### config.mk
export PLATFORM = sky130hd
export DESIGN_NAME = period_window_det
export DESIGN_NICKNAME = d
export VERILOG_FILES = /design/src/rtl/pwd_pkg.sv /design/src/rtl/pwd_edge_det.sv /design/src/rtl/pwd_blank_win.sv /design/src/rtl/pwd_period_meter.sv /design/src/rtl/period_window_det.sv
export SDC_FILE = /design/constraint.sdc
export NUM_CORES = 1
export LEC_CHECK = 0
export BUFFER_PORTS_ARGS = -buffer_cell sky130_fd_sc_hd__buf_2
export CORE_MARGIN = 5
export CORE_UTILIZATION = 45
export DETAILED_ROUTE_END_ITERATION = 7
export SLEW_MARGIN = 25
export SYNTH_ARGS = -nofsm -noshare
export SYNTH_HDL_FRONTEND = slang
export SYNTH_SLANG_ARGS = --single-unit
### constraint.sdc
create_clock -name clk -period 3.7 [get_ports clk]
set_clock_uncertainty 0.15 [all_clocks]
set_input_delay 0.74 -clock clk [delete_from_list [all_inputs] [get_ports clk]]
set_output_delay 0.74 -clock clk [all_outputs]
set_load 0.05 [all_outputs]
### src/rtl/pwd_pkg.sv
package pwd_pkg;

  // Lower acceptance bound: floor(7N/10), rounded down so the window only widens.
  function automatic logic [31:0] window_low(input logic [31:0] n);
    return (n * 32'd7) / 32'd10;
  endfunction

  // Upper acceptance bound: ceil(13N/10), rounded up so the window only widens.
  function automatic logic [31:0] window_high(input logic [31:0] n);
    return (n * 32'd13 + 32'd9) / 32'd10;
  endfunction

endpackage

### src/rtl/pwd_edge_det.sv
module pwd_edge_det (
  input  logic clk,
  input  logic rst_n,
  input  logic level_in,
  output logic rise,
  output logic fall
);
  logic level_q;

  always_ff @(posedge clk or negedge rst_n) begin
    if (!rst_n) level_q <= 1'b0;
    else        level_q <= level_in;
  end

  assign rise = level_in & ~level_q;
  assign fall = ~level_in & level_q;
endmodule

### src/rtl/pwd_blank_win.sv
module pwd_blank_win #(
  parameter int BLK_W = 8
) (
  input  logic             clk,
  input  logic             rst_n,
  input  logic             start,
  input  logic [BLK_W-1:0] len,
  output logic             active
);
  logic [BLK_W-1:0] remain;

  always_ff @(posedge clk or negedge rst_n) begin
    if (!rst_n)              remain <= '0;
    else if (start)          remain <= len;
    else if (remain != '0)   remain <= remain - BLK_W'(1);
  end

  assign active = (remain != '0);
endmodule

### src/rtl/pwd_period_meter.sv
module pwd_period_meter #(
  parameter int CW = 17
) (
  input  logic          clk,
  input  logic          rst_n,
  input  logic          valid_rise,
  input  logic          quiet,
  input  logic [CW-1:0] short_lim,
  input  logic [CW-1:0] long_lim,
  output logic          armed,
  output logic [CW-1:0] elapsed,
  output logic          short_hit,
  output logic          long_hit,
  output logic          fault
);
  localparam logic [CW-1:0] CNT_MAX = '1;

  logic fault_evt;

  assign short_hit = armed & valid_rise & (elapsed < short_lim);
  assign long_hit  = armed & ~valid_rise & quiet & (elapsed >= long_lim);
  assign fault_evt = short_hit | long_hit;

  always_ff @(posedge clk or negedge rst_n) begin
    if (!rst_n) begin
      armed   <= 1'b0;
      elapsed <= '0;
      fault   <= 1'b0;
    end else begin
      fault <= fault_evt;
      if (fault_evt) begin
        armed <= 1'b0;
      end else if (valid_rise) begin
        armed   <= 1'b1;
        elapsed <= CW'(1);
      end else if (armed && elapsed != CNT_MAX) begin
        elapsed <= elapsed + CW'(1);
      end
    end
  end
endmodule

### src/rtl/period_window_det.sv
module period_window_det #(
  parameter int CNT_W = 16,
  parameter int BLK_W = 8
) (
  input  logic             clk,
  input  logic             rst_n,
  input  logic             pwm_in,
  input  logic [CNT_W-1:0] nom_period,
  input  logic [BLK_W-1:0] blank_rise_len,
  input  logic [BLK_W-1:0] blank_fall_len,
  output logic             fault,
  output logic             blank_rise_act,
  output logic             blank_fall_act
);
  import pwd_pkg::*;

  localparam int CW     = CNT_W + 1;
  localparam int N_WIN  = 2;
  localparam int W_RISE = 0;
  localparam int W_FALL = 1;

  logic             raw_rise, raw_fall;
  logic             valid_rise, valid_fall, quiet;
  logic [CW-1:0]    short_lim, long_lim;
  logic             armed, short_hit, long_hit;
  logic [CW-1:0]    elapsed;
  logic [N_WIN-1:0] win_start, win_act;
  logic [BLK_W-1:0] win_len [N_WIN];

  assign short_lim = CW'(window_low(32'(nom_period)));
  assign long_lim  = CW'(window_high(32'(nom_period)));

  pwd_edge_det u_edge (
    .clk(clk), .rst_n(rst_n), .level_in(pwm_in),
    .rise(raw_rise), .fall(raw_fall)
  );

  assign quiet      = ~|win_act;
  assign valid_rise = raw_rise & quiet;
  assign valid_fall = raw_fall & quiet;

  assign win_start[W_RISE] = valid_rise;
  assign win_start[W_FALL] = valid_fall;
  assign win_len[W_RISE]   = blank_rise_len;
  assign win_len[W_FALL]   = blank_fall_len;

  for (genvar g = 0; g < N_WIN; g++) begin : g_win
    pwd_blank_win #(.BLK_W(BLK_W)) u_win (
      .clk(clk), .rst_n(rst_n), .start(win_start[g]),
      .len(win_len[g]), .active(win_act[g])
    );
  end

  pwd_period_meter #(.CW(CW)) u_meter (
    .clk(clk), .rst_n(rst_n), .valid_rise(valid_rise), .quiet(quiet),
    .short_lim(short_lim), .long_lim(long_lim), .armed(armed),
    .elapsed(elapsed), .short_hit(short_hit), .long_hit(long_hit),
    .fault(fault)
  );

  assign blank_rise_act = win_act[W_RISE];
  assign blank_fall_act = win_act[W_FALL];
endmodule

==> flow_summary_export.csv, run 1 <==
group,metric,value,unit
cts,path_clk_slew,0.06,ns
placement,dp_slack,-8.79,ns
worst_setup_path,path_common_cell,"buf_4",
synthesis,synth_seq_area_share,8.48,%
route,drt-initial-drc-count,955,
sta,slew_headroom,42.8,%
cts,ctsRootBufferMaster,"clkbuf_16",
synthesis,ys_ff_latch,36,
cts,cts_tree,"done",
route,ant_nets,0,
sta,layout_min_cycle_time,11.81,ns
sta,tns,-152.23,ns
floorplanning,fp.dieW,164,um
sta,setup_viol,19,
synthesis,synthArstFlopShare,100,%
sta,tightest_slew,0.855,ns
cts,clock_path_buffers,2,
job,drv_cap,0,
worst_hold_path,min_path_type,"input pin to async pin",
worst_setup_path,crit_path_max_incr_delay,0.52,ns
route,totalWireLength,36100,um
sta,maxSlewViolCount,0,
synthesis,syn_area_per_cell,7.46,um^2
grt,grt_max_degree,37,
worst_setup_path,cp_data_required_time,3.73,ns
grt,grt-ovfl-total,0,
sta,hold_violations,0,
synthesis,synth_ff_type,"dfrtp_1",
route,drc,0,
grt,grt_pass1_wl,60500,um
floorplanning,initial_core_util,45.5,%
placement,placed_area,15000,um^2
cells_and_area,drive_gt1_share,38.1,%
synthesis,synth.distinct_cells,107,
sta,setup_ws,-8.11,ns
route,wl_per_cell,15.9,um
worst_setup_path,crit_type,"input pin to flip-flop",
sta,final.period_utilization,319,%
placement,place.gp.congestion,0.944,
grt,met1_usage,35.3,%
cells_and_area,layout_common_cells,"buf_4 (533), nor2_1 (115), nand2_1 (96), inv_1 (94), ha_1 (90)",
grt,gr-usage-all-layers,26.5,%
floorplanning,design.die.area,26800,um^2
floorplanning,die_h,164,um
worst_setup_path,slowest_stage,"fa_1",
worst_setup_path,reg2reg_slack,0.15,ns
cells_and_area,final_common_cell,"buf_4",
outcome,violations,"setup timing",
worst_setup_path,cp.arrival,11.84,ns
worst_setup_path,worst-path-max-fanout,8,
outcome,status,"complete, but fails checks",
placement,dp_hpwl,28900,um
worst_setup_path,critPathBufInv,11,
grt,grt.met3_usage,1.11,%
cts,ctsHoldBuffers,0,
synthesis,synth_warnings,0,
floorplanning,core_area,23300,um^2
cells_and_area,finalNetCount,2122,
synthesis,syn_area,10600,um^2
synthesis,syn-instance-count,1425,
worst_setup_path,crit_family,"compound AO/OA/AOI/OAI gates",
floorplanning,rows,56,
floorplanning,num_io_pins,38,
cts,cts_max_level,2,
grt,busiest_layer,"met2",
worst_setup_path,start_kind,"input pin",
cts,cts_sinks,36,
worst_setup_path,timing.rr.end,"u_meter.elapsed[2]$_DFFE_PN0P_",
route,vias,13100,
sta,rsz0062_at_grt,"true",
sta,fmax,84.7,MHz
grt,grt_pass1_vias,12900,
grt,use_met2,47.7,%
worst_setup_path,r2r.worst_path.cells,17,
placement,portBuffers,37,
worst_setup_path,end_kind,"flip-flop",
synthesis,syn_nets,1593,
route,via_per_inst,5.75,
cells_and_area,area_growth,49.8,%
synthesis,synth-edff-count,0,
worst_setup_path,r2r_start,"g_win[1].u_win.remain[0]$_DFFE_PN0P_",
cts,worst_skew_pair.late_latency,0.29,ns
cts,numCtsBuffers,5,
grt,antenna_found_initial,1,
cells_and_area,fin_area,15900,um^2
route,drt-pass1-iter-count,5,
## area by class of cell
type	instances	area (um^2)
diodes	1	2.50
clock buffers	6	129
clock inverters	1	5.00
fillers	1964	7420
inverters	99	379
multi-input cells	1232	9770
flip-flops and latches	36	901
well taps	319	399
repair buffers	580	4330
## registers in the layout, indices dropped and copies added (netlist names)
| register | flops |
|---|---|
| g_win.u_win.remain | 16 |
| u_edge.level_q | 1 |
| u_meter.armed | 1 |
| u_meter.fault | 1 |
| u_meter.elapsed | 17 |
## synthesized netlist by cell type, types with 7 or more instances
master     instances  area (um^2)
a211o_1           14          123
o21ai_0           67          335
o2111ai_1         13          114
a21oi_1           96          480
buf_2             10         50.1
nand4_1           29          181
nor3b_1            7         52.6
o221ai_1          10         87.6
and3_1            27          169
a31oi_1           18          113
o31a_1             7         61.3
fa_1              29          581
nor3_1            42          210
o32ai_1            7         61.3
nand2b_1          14         87.6
mux2i_1            9         90.1
a211oi_1          19          143
o22ai_1           13         81.3
buf_4              7         52.6
xnor2_1           47          412
nand3_1           43          215
dfrtp_1           36          901
and2_1            15         93.8
o211ai_1          37          278
o21a_1            15          113
nor2_1           116          435
o211a_1           10          100
inv_1             97          364
a221o_1            8         80.1
nand2_1          105          394
a21o_1            26          195
a2111oi_0          8         70.1
ha_1             104         1300
o31ai_1           15          113
xor2_1            32          280
o21ai_1           16         80.1
nor4_1            20          125
clkbuf_1          38          143
or3_1             21          131
o21bai_1           7         52.6
a221oi_1          14          123
## metrics by stage
stage               cells  hold slack, ns  util [%]
floorplan            1425           0.294         -
global placement     2220           0.398      64.1
detailed placement   2220           0.400      64.1
CTS                  2259           0.413      67.2
global route         2274           0.444      68.2
finish               2274           0.405      68.2
## logic make-up after synthesis
kind of cell	after synthesis	synth area share (%)
xor gates and xnor gates	80	6.66
AOI/OAI and AO/OA	508	34.9
buffers and inverters	159	6.33
and+or+nand+nor	489	23.9
adders and majority gates	137	18.1
DFF	36	8.48
muxes	16	1.61
## worst max path at each step
stage               cells past startpoint  slack [ns]          start                         endpoint
floorplan                              57       -7.52  nom_period[4]   u_meter.elapsed[9]$_DFFE_PN0P_
global placement                       54       -8.55  nom_period[4]  u_meter.elapsed[12]$_DFFE_PN0P_
detailed placement                     54       -8.79  nom_period[4]  u_meter.elapsed[12]$_DFFE_PN0P_
CTS                                    56       -7.94  nom_period[4]  u_meter.elapsed[12]$_DFFE_PN0P_
global route                           59       -8.67  nom_period[3]  u_meter.elapsed[12]$_DFFE_PN0P_
finish                                 60       -8.11  nom_period[4]   u_meter.elapsed[0]$_DFFE_PN0P_
## what timing repair did
action                     4_1_cts  5_1_grt
buffers inserted                29       14
pin swaps                       49       30
setup endpoints to repair       19       19
gates resized for setup         76       31
gates cloned                     3        0
## layer usage
metal | part of all wire [%] | vias to the layer above
li1 | - | 6521
met1 | 46 | 6202
met2 | 49 | 307
met3 | 3.2 | 51
met4 | 1.9 | 0
met5 | 0 | -
Power of run 1 is not shown: default switching activity piles up to over one toggle a cycle in this logic, so the estimate is an artifact.
==> run 2, diff against run 1 <==
==> constraint.sdc (replaced) <==
create_clock -name clk -period 9.9 [get_ports clk]
set_clock_uncertainty 0.15 [all_clocks]
set_input_delay 1.98 -clock clk [delete_from_list [all_inputs] [get_ports clk]]
set_output_delay 1.98 -clock clk [all_outputs]
set_load 0.05 [all_outputs]
==> flow_summary_export.csv, run 2 (synthesis results as in run 1) <==
group,metric,value,unit
cts,cts_sinks,36,
cells_and_area,area_growth,53.0,%
sta,tightest_slew,0.964,ns
route,drt-initial-drc-count,789,
placement,dp_hpwl,28400,um
worst_setup_path,worst-path-max-fanout,7,
cells_and_area,drive_gt1_share,39.4,%
floorplanning,initial_core_util,45.5,%
floorplanning,die_h,164,um
worst_setup_path,crit_type,"input pin to flip-flop",
route,ant_nets,0,
outcome,violations,"setup timing",
sta,maxSlewViolCount,0,
worst_setup_path,start_kind,"input pin",
sta,timing.hold.ws,0.411,ns
sta,setup_ws,-3.08,ns
cts,ctsHoldBuffers,0,
worst_setup_path,cp.arrival,12.95,ns
cts,clock_path_buffers,2,
grt,grt_pass1_wl,60100,um
worst_hold_path,min_path_type,"flip-flop to flip-flop",
grt,antenna_found_initial,2,
sta,rsz0062_at_grt,"true",
cts,worst_skew_pair.late_latency,0.29,ns
floorplanning,core_area,23300,um^2
floorplanning,fp.dieW,164,um
grt,grt_pass1_vias,12800,
floorplanning,rows,56,
worst_setup_path,slowest_stage,"fa_1",
grt,gr-usage-all-layers,26.4,%
route,via_per_inst,5.87,
cts,cts_max_level,2,
sta,final.period_utilization,131,%
placement,dp.cells,2192,
outcome,status,"complete, but fails checks",
floorplanning,design.die.area,26800,um^2
cells_and_area,stdcell_count,2267,
sta,fmax,77.0,MHz
route,wl_per_cell,16.3,um
cells_and_area,top_register,"u_meter.elapsed",
cts,ctsRootBufferMaster,"clkbuf_16",
cells_and_area,largest_reg_flops,17,
floorplanning,num_io_pins,38,
cts,cts_tree,"done",
sta,setup_viol,19,
sta,layout_min_cycle_time,12.98,ns
cts,path_clk_slew,0.06,ns
cts,numCtsBuffers,5,
job,drv_cap,0,
worst_setup_path,cp_data_required_time,9.87,ns
worst_setup_path,end_kind,"flip-flop",
grt,grt_max_degree,37,
route,vias,13300,
sta,hold_violations,0,
route,drc,0,
placement,dp_slack,-3.80,ns
cells_and_area,final_common_cell,"buf_4",
cells_and_area,finalNetCount,2114,
placement,portBuffers,37,
cells_and_area,layout_common_cells,"buf_4 (518), nor2_1 (113), nand2_1 (100), inv_1 (93), a21oi_1 (84)",
route,drt-pass1-iter-count,5,
sta,slew_headroom,35.5,%
route,totalWireLength,37100,um
grt,grt-ovfl-total,0,
worst_setup_path,crit_path_max_incr_delay,0.53,ns
placement,place.gp.congestion,0.934,
cells_and_area,reg.largest.list,"u_meter.elapsed: 17 flops, g_win.u_win.remain: 16 flops",
worst_setup_path,path_common_cell,"a21oi_2",
[run 2: changes by cell type in the layout (fill, tap and decap cells not counted), moves of 7 or more]
cell,delta
buf_6,+7
ha_4,+10
ha_1,-9
buf_4,-15
[run 2: final timing paths]
check	from	endpoint	slack, ns	cells past startpoint
max reg2reg	g_win[0].u_win.remain[0]$_DFFE_PN0P_	u_meter.elapsed[14]$_DFFE_PN0P_	5.65	15
min reg2reg	g_win[1].u_win.remain[1]$_DFFE_PN0P_	g_win[1].u_win.remain[1]$_DFFE_PN0P_	0.41	2
max in group asynchronous	rst_n	u_meter.elapsed[4]$_DFFE_PN0P_	7.41	1
min in group asynchronous	rst_n	g_win[1].u_win.remain[6]$_DFFE_PN0P_	1.64	1
max	nom_period[5]	u_meter.elapsed[14]$_DFFE_PN0P_	-3.08	58
min	g_win[1].u_win.remain[1]$_DFFE_PN0P_	g_win[1].u_win.remain[1]$_DFFE_PN0P_	0.41	2
[run 2: area by class of cell]
class | count | area, um^2
tap | 319 | 399
clock buffer | 6 | 139
antenna | 1 | 2.50
sequential | 36 | 901
fill | 1916 | 7070
inverter | 99 | 379
timing repair buffer | 574 | 4350
clock inverter | 2 | 10.0
multi-input combinational | 1230 | 10100
[run 2: routing by layer]
layer  GRT usage, %  wire length (um)
met1           34.7             16600
met2           46.7             18400
met3           1.84              1230
met4           7.17               846
met5              0                13
[run 2: per-stage QoR]
step / cell area (um^2) / TNS (ns) / util, %
finish: 16300 / -56.34 / 69.7
global route: 16300 / -66.26 / 69.7
CTS: 15800 / -54.62 / 67.8
detailed placement: 14800 / -69.73 / 63.3
global placement: 14800 / -66.52 / 63.3
floorplan: 10900 / -46.24 / -
[run 2: what timing repair did]
item,CTS,global route
setup endpoints to repair,19,19
gates resized for setup,108,56
cloned,2,0
pin swaps,52,25
buffers inserted,44,22
[run 2: worst max-delay path, delay by kind of cell]
family | cells | cell delay [ns]
and+or+nand+nor | 15 | 2.34
xor gates and xnor gates | 1 | 0.16
AOI/OAI and AO/OA | 28 | 5.77
adders and majority gates | 5 | 1.51
buffers and inverters | 9 | 1.16
Power of run 2 is left out for the same reason.
==> run 3, diff against run 2 <==
--- a/config.mk
+++ b/config.mk
@@ -6,7 +6,8 @@
 export NUM_CORES = 1
 export LEC_CHECK = 0
 export BUFFER_PORTS_ARGS = -buffer_cell sky130_fd_sc_hd__buf_2
-export CORE_MARGIN = 5
+export CAP_MARGIN = 20
+export CORE_MARGIN = 2
 export CORE_UTILIZATION = 45
 export DETAILED_ROUTE_END_ITERATION = 7
 export SLEW_MARGIN = 25
==> flow_summary_export.csv, run 3 (synthesis results as in run 1) <==
group,metric,value,unit
outcome,status,"complete, but fails checks",
outcome,violations,"setup timing",
route,ant_nets,0,
grt,grt-ovfl-total,0,
worst_hold_path,min_path_type,"flip-flop to flip-flop",
cts,ctsRootBufferMaster,"clkbuf_16",
cells_and_area,fin_area,16000,um^2
worst_setup_path,crit_path_max_incr_delay,0.52,ns
cells_and_area,finalNetCount,2107,
cells_and_area,final_common_cell,"buf_4",
cts,path_clk_slew,0.06,ns
worst_setup_path,crit_type,"input pin to flip-flop",
sta,hold_violations,0,
floorplanning,core_area,23300,um^2
worst_setup_path,cp.depth,61,
sta,rsz0062_at_grt,"true",
cells_and_area,layout_common_cells,"buf_4 (511), nor2_1 (115), nand2_1 (99), inv_1 (94), ha_1 (92)",
worst_setup_path,slowest_stage,"fa_1",
sta,maxSlewViolCount,0,
floorplanning,design.die.area,24900,um^2
sta,timing.hold.ws,0.411,ns
worst_setup_path,cp.arrival,13.21,ns
sta,tightest_slew,0.929,ns
route,drt-initial-drc-count,895,
placement,placed_area,14600,um^2
route,drc,0,
cts,cts_sinks,36,
worst_setup_path,path_common_cell,"buf_4",
sta,setup_ws,-3.33,ns
worst_setup_path,critPathBufInv,12,
floorplanning,rows,56,
worst_setup_path,worst-path-max-fanout,9,
floorplanning,die_h,158,um
worst_setup_path,end_kind,"flip-flop",
floorplanning,num_io_pins,38,
route,totalWireLength,37000,um
cells_and_area,multi_input_area,9860,um^2
job,drv_cap,0,
cts,worst_skew_pair.late_latency,0.28,ns
sta,setup_viol,19,
worst_setup_path,cp_data_required_time,9.87,ns
route,vias,13300,
route,drt-pass1-iter-count,7,
cts,cts_tree,"done",
floorplanning,initial_core_util,45.5,%
cells_and_area,ff_latch_area,901,um^2
cells_and_area,reg.largest.list,"u_meter.elapsed: 17 flops, g_win.u_win.remain: 16 flops",
worst_setup_path,start_kind,"input pin",
grt,grt_pass1_wl,59400,um
placement,portBuffers,37,
sta,fmax,75.6,MHz
grt,grt_pass1_vias,12600,
cts,numCtsBuffers,5,
grt,antenna_found_initial,2,
floorplanning,fp.dieW,158,um
worst_setup_path,crit_family,"compound AO/OA/AOI/OAI gates",
sta,slew_headroom,37.6,%
sta,layout_min_cycle_time,13.23,ns
grt,grt_max_degree,37,
sta,final.period_utilization,134,%
placement,place.gp.congestion,0.933,
cells_and_area,drive_gt1_share,37.9,%
placement,dp_hpwl,28300,um
worst_hold_path,min_path_cells,2,
cells_and_area,top_register,"u_meter.elapsed",
placement,dp_slack,-3.79,ns
cts,cts_max_level,2,
cells_and_area,largest_reg_flops,17,
cells_and_area,diodes,0,
route,wl_per_cell,16.4,um
cells_and_area,area_growth,50.3,%
cells_and_area,fill_cells,1923,
worst_setup_path,r2r.worst_path.cells,16,
grt,gr-usage-all-layers,28.5,%
cts,clock_path_buffers,2,
route,via_per_inst,5.89,
run 3: cell count changes in the layout (fill, tap and decap cells not counted), moves of 4 or more:
cell   before  now
buf_4     518  511
ha_4       21   10
ha_1       81   92
buf_6      16   12
run 3: timing repair:
action,CTS,global route
cloned,4,1
hold buffers,0,0
endpoints found under the setup margin,19,19
gates resized for setup,71,53
pin swaps,38,41
setup buffers,46,25
run 3: per-layer routing:
| metal | track usage (%) | vias to the layer above | wire length (um) |
|---|---|---|---|
| li1 | - | 6500 | - |
| met1 | 37.2 | 6338 | 16400 |
| met2 | 50.1 | 378 | 18100 |
| met3 | 1.92 | 88 | 1400 |
| met4 | 9.09 | 4 | 1080 |
| met5 | 0 | - | 31 |
run 3: per-stage QoR:
step	cells	TNS [ns]	util, %
3_5_place_dp	2179	-69.14	62.8
5_1_grt	2259	-69.91	68.5
3_3_place_gp	2179	-64.75	62.8
6_report	2259	-61.88	68.5
2_1_floorplan	1425	-46.24	-
4_1_cts	2233	-56.73	66.6
run 3: worst paths after layout:
check,startpoint,endpoint,slack (ns)
hold / removal,g_win[0].u_win.remain[1]$_DFFE_PN0P_,g_win[0].u_win.remain[1]$_DFFE_PN0P_,0.41
max in group asynchronous,rst_n,u_meter.elapsed[8]$_DFFE_PN0P_,7.41
setup reg to reg,g_win[1].u_win.remain[0]$_DFFE_PN0P_,u_meter.elapsed[13]$_DFFE_PN0P_,5.40
hold reg to reg,g_win[0].u_win.remain[1]$_DFFE_PN0P_,g_win[0].u_win.remain[1]$_DFFE_PN0P_,0.41
min in group asynchronous,rst_n,g_win[1].u_win.remain[6]$_DFFE_PN0P_,1.66
setup / recovery,nom_period[6],u_meter.elapsed[13]$_DFFE_PN0P_,-3.33
run 3: final cells by class:
| cell class | count | area share [%] |
|---|---|---|
| multi-input cells | 1233 | 61.7 |
| inverters | 99 | 2.37 |
| clock buffers | 6 | 0.869 |
| flip-flops and latches | 36 | 5.64 |
| repair buffers | 564 | 26.8 |
| well taps | 319 | 2.50 |
| clock inverters | 2 | 0.0627 |
run 3: worst register-to-register path, delay by kind of cell, from the launching register on:
kind	cells	cell delay, ns
flip-flops	1	0.38
AO/OA/AOI/OAI	1	0.29
adder cells (fa/ha/maj)	1	0.19
buffers and inverters	4	0.58
XOR/XNOR	1	0.14
AND/OR/NAND/NOR	9	2.60
Power of run 3 is left out for the same reason.
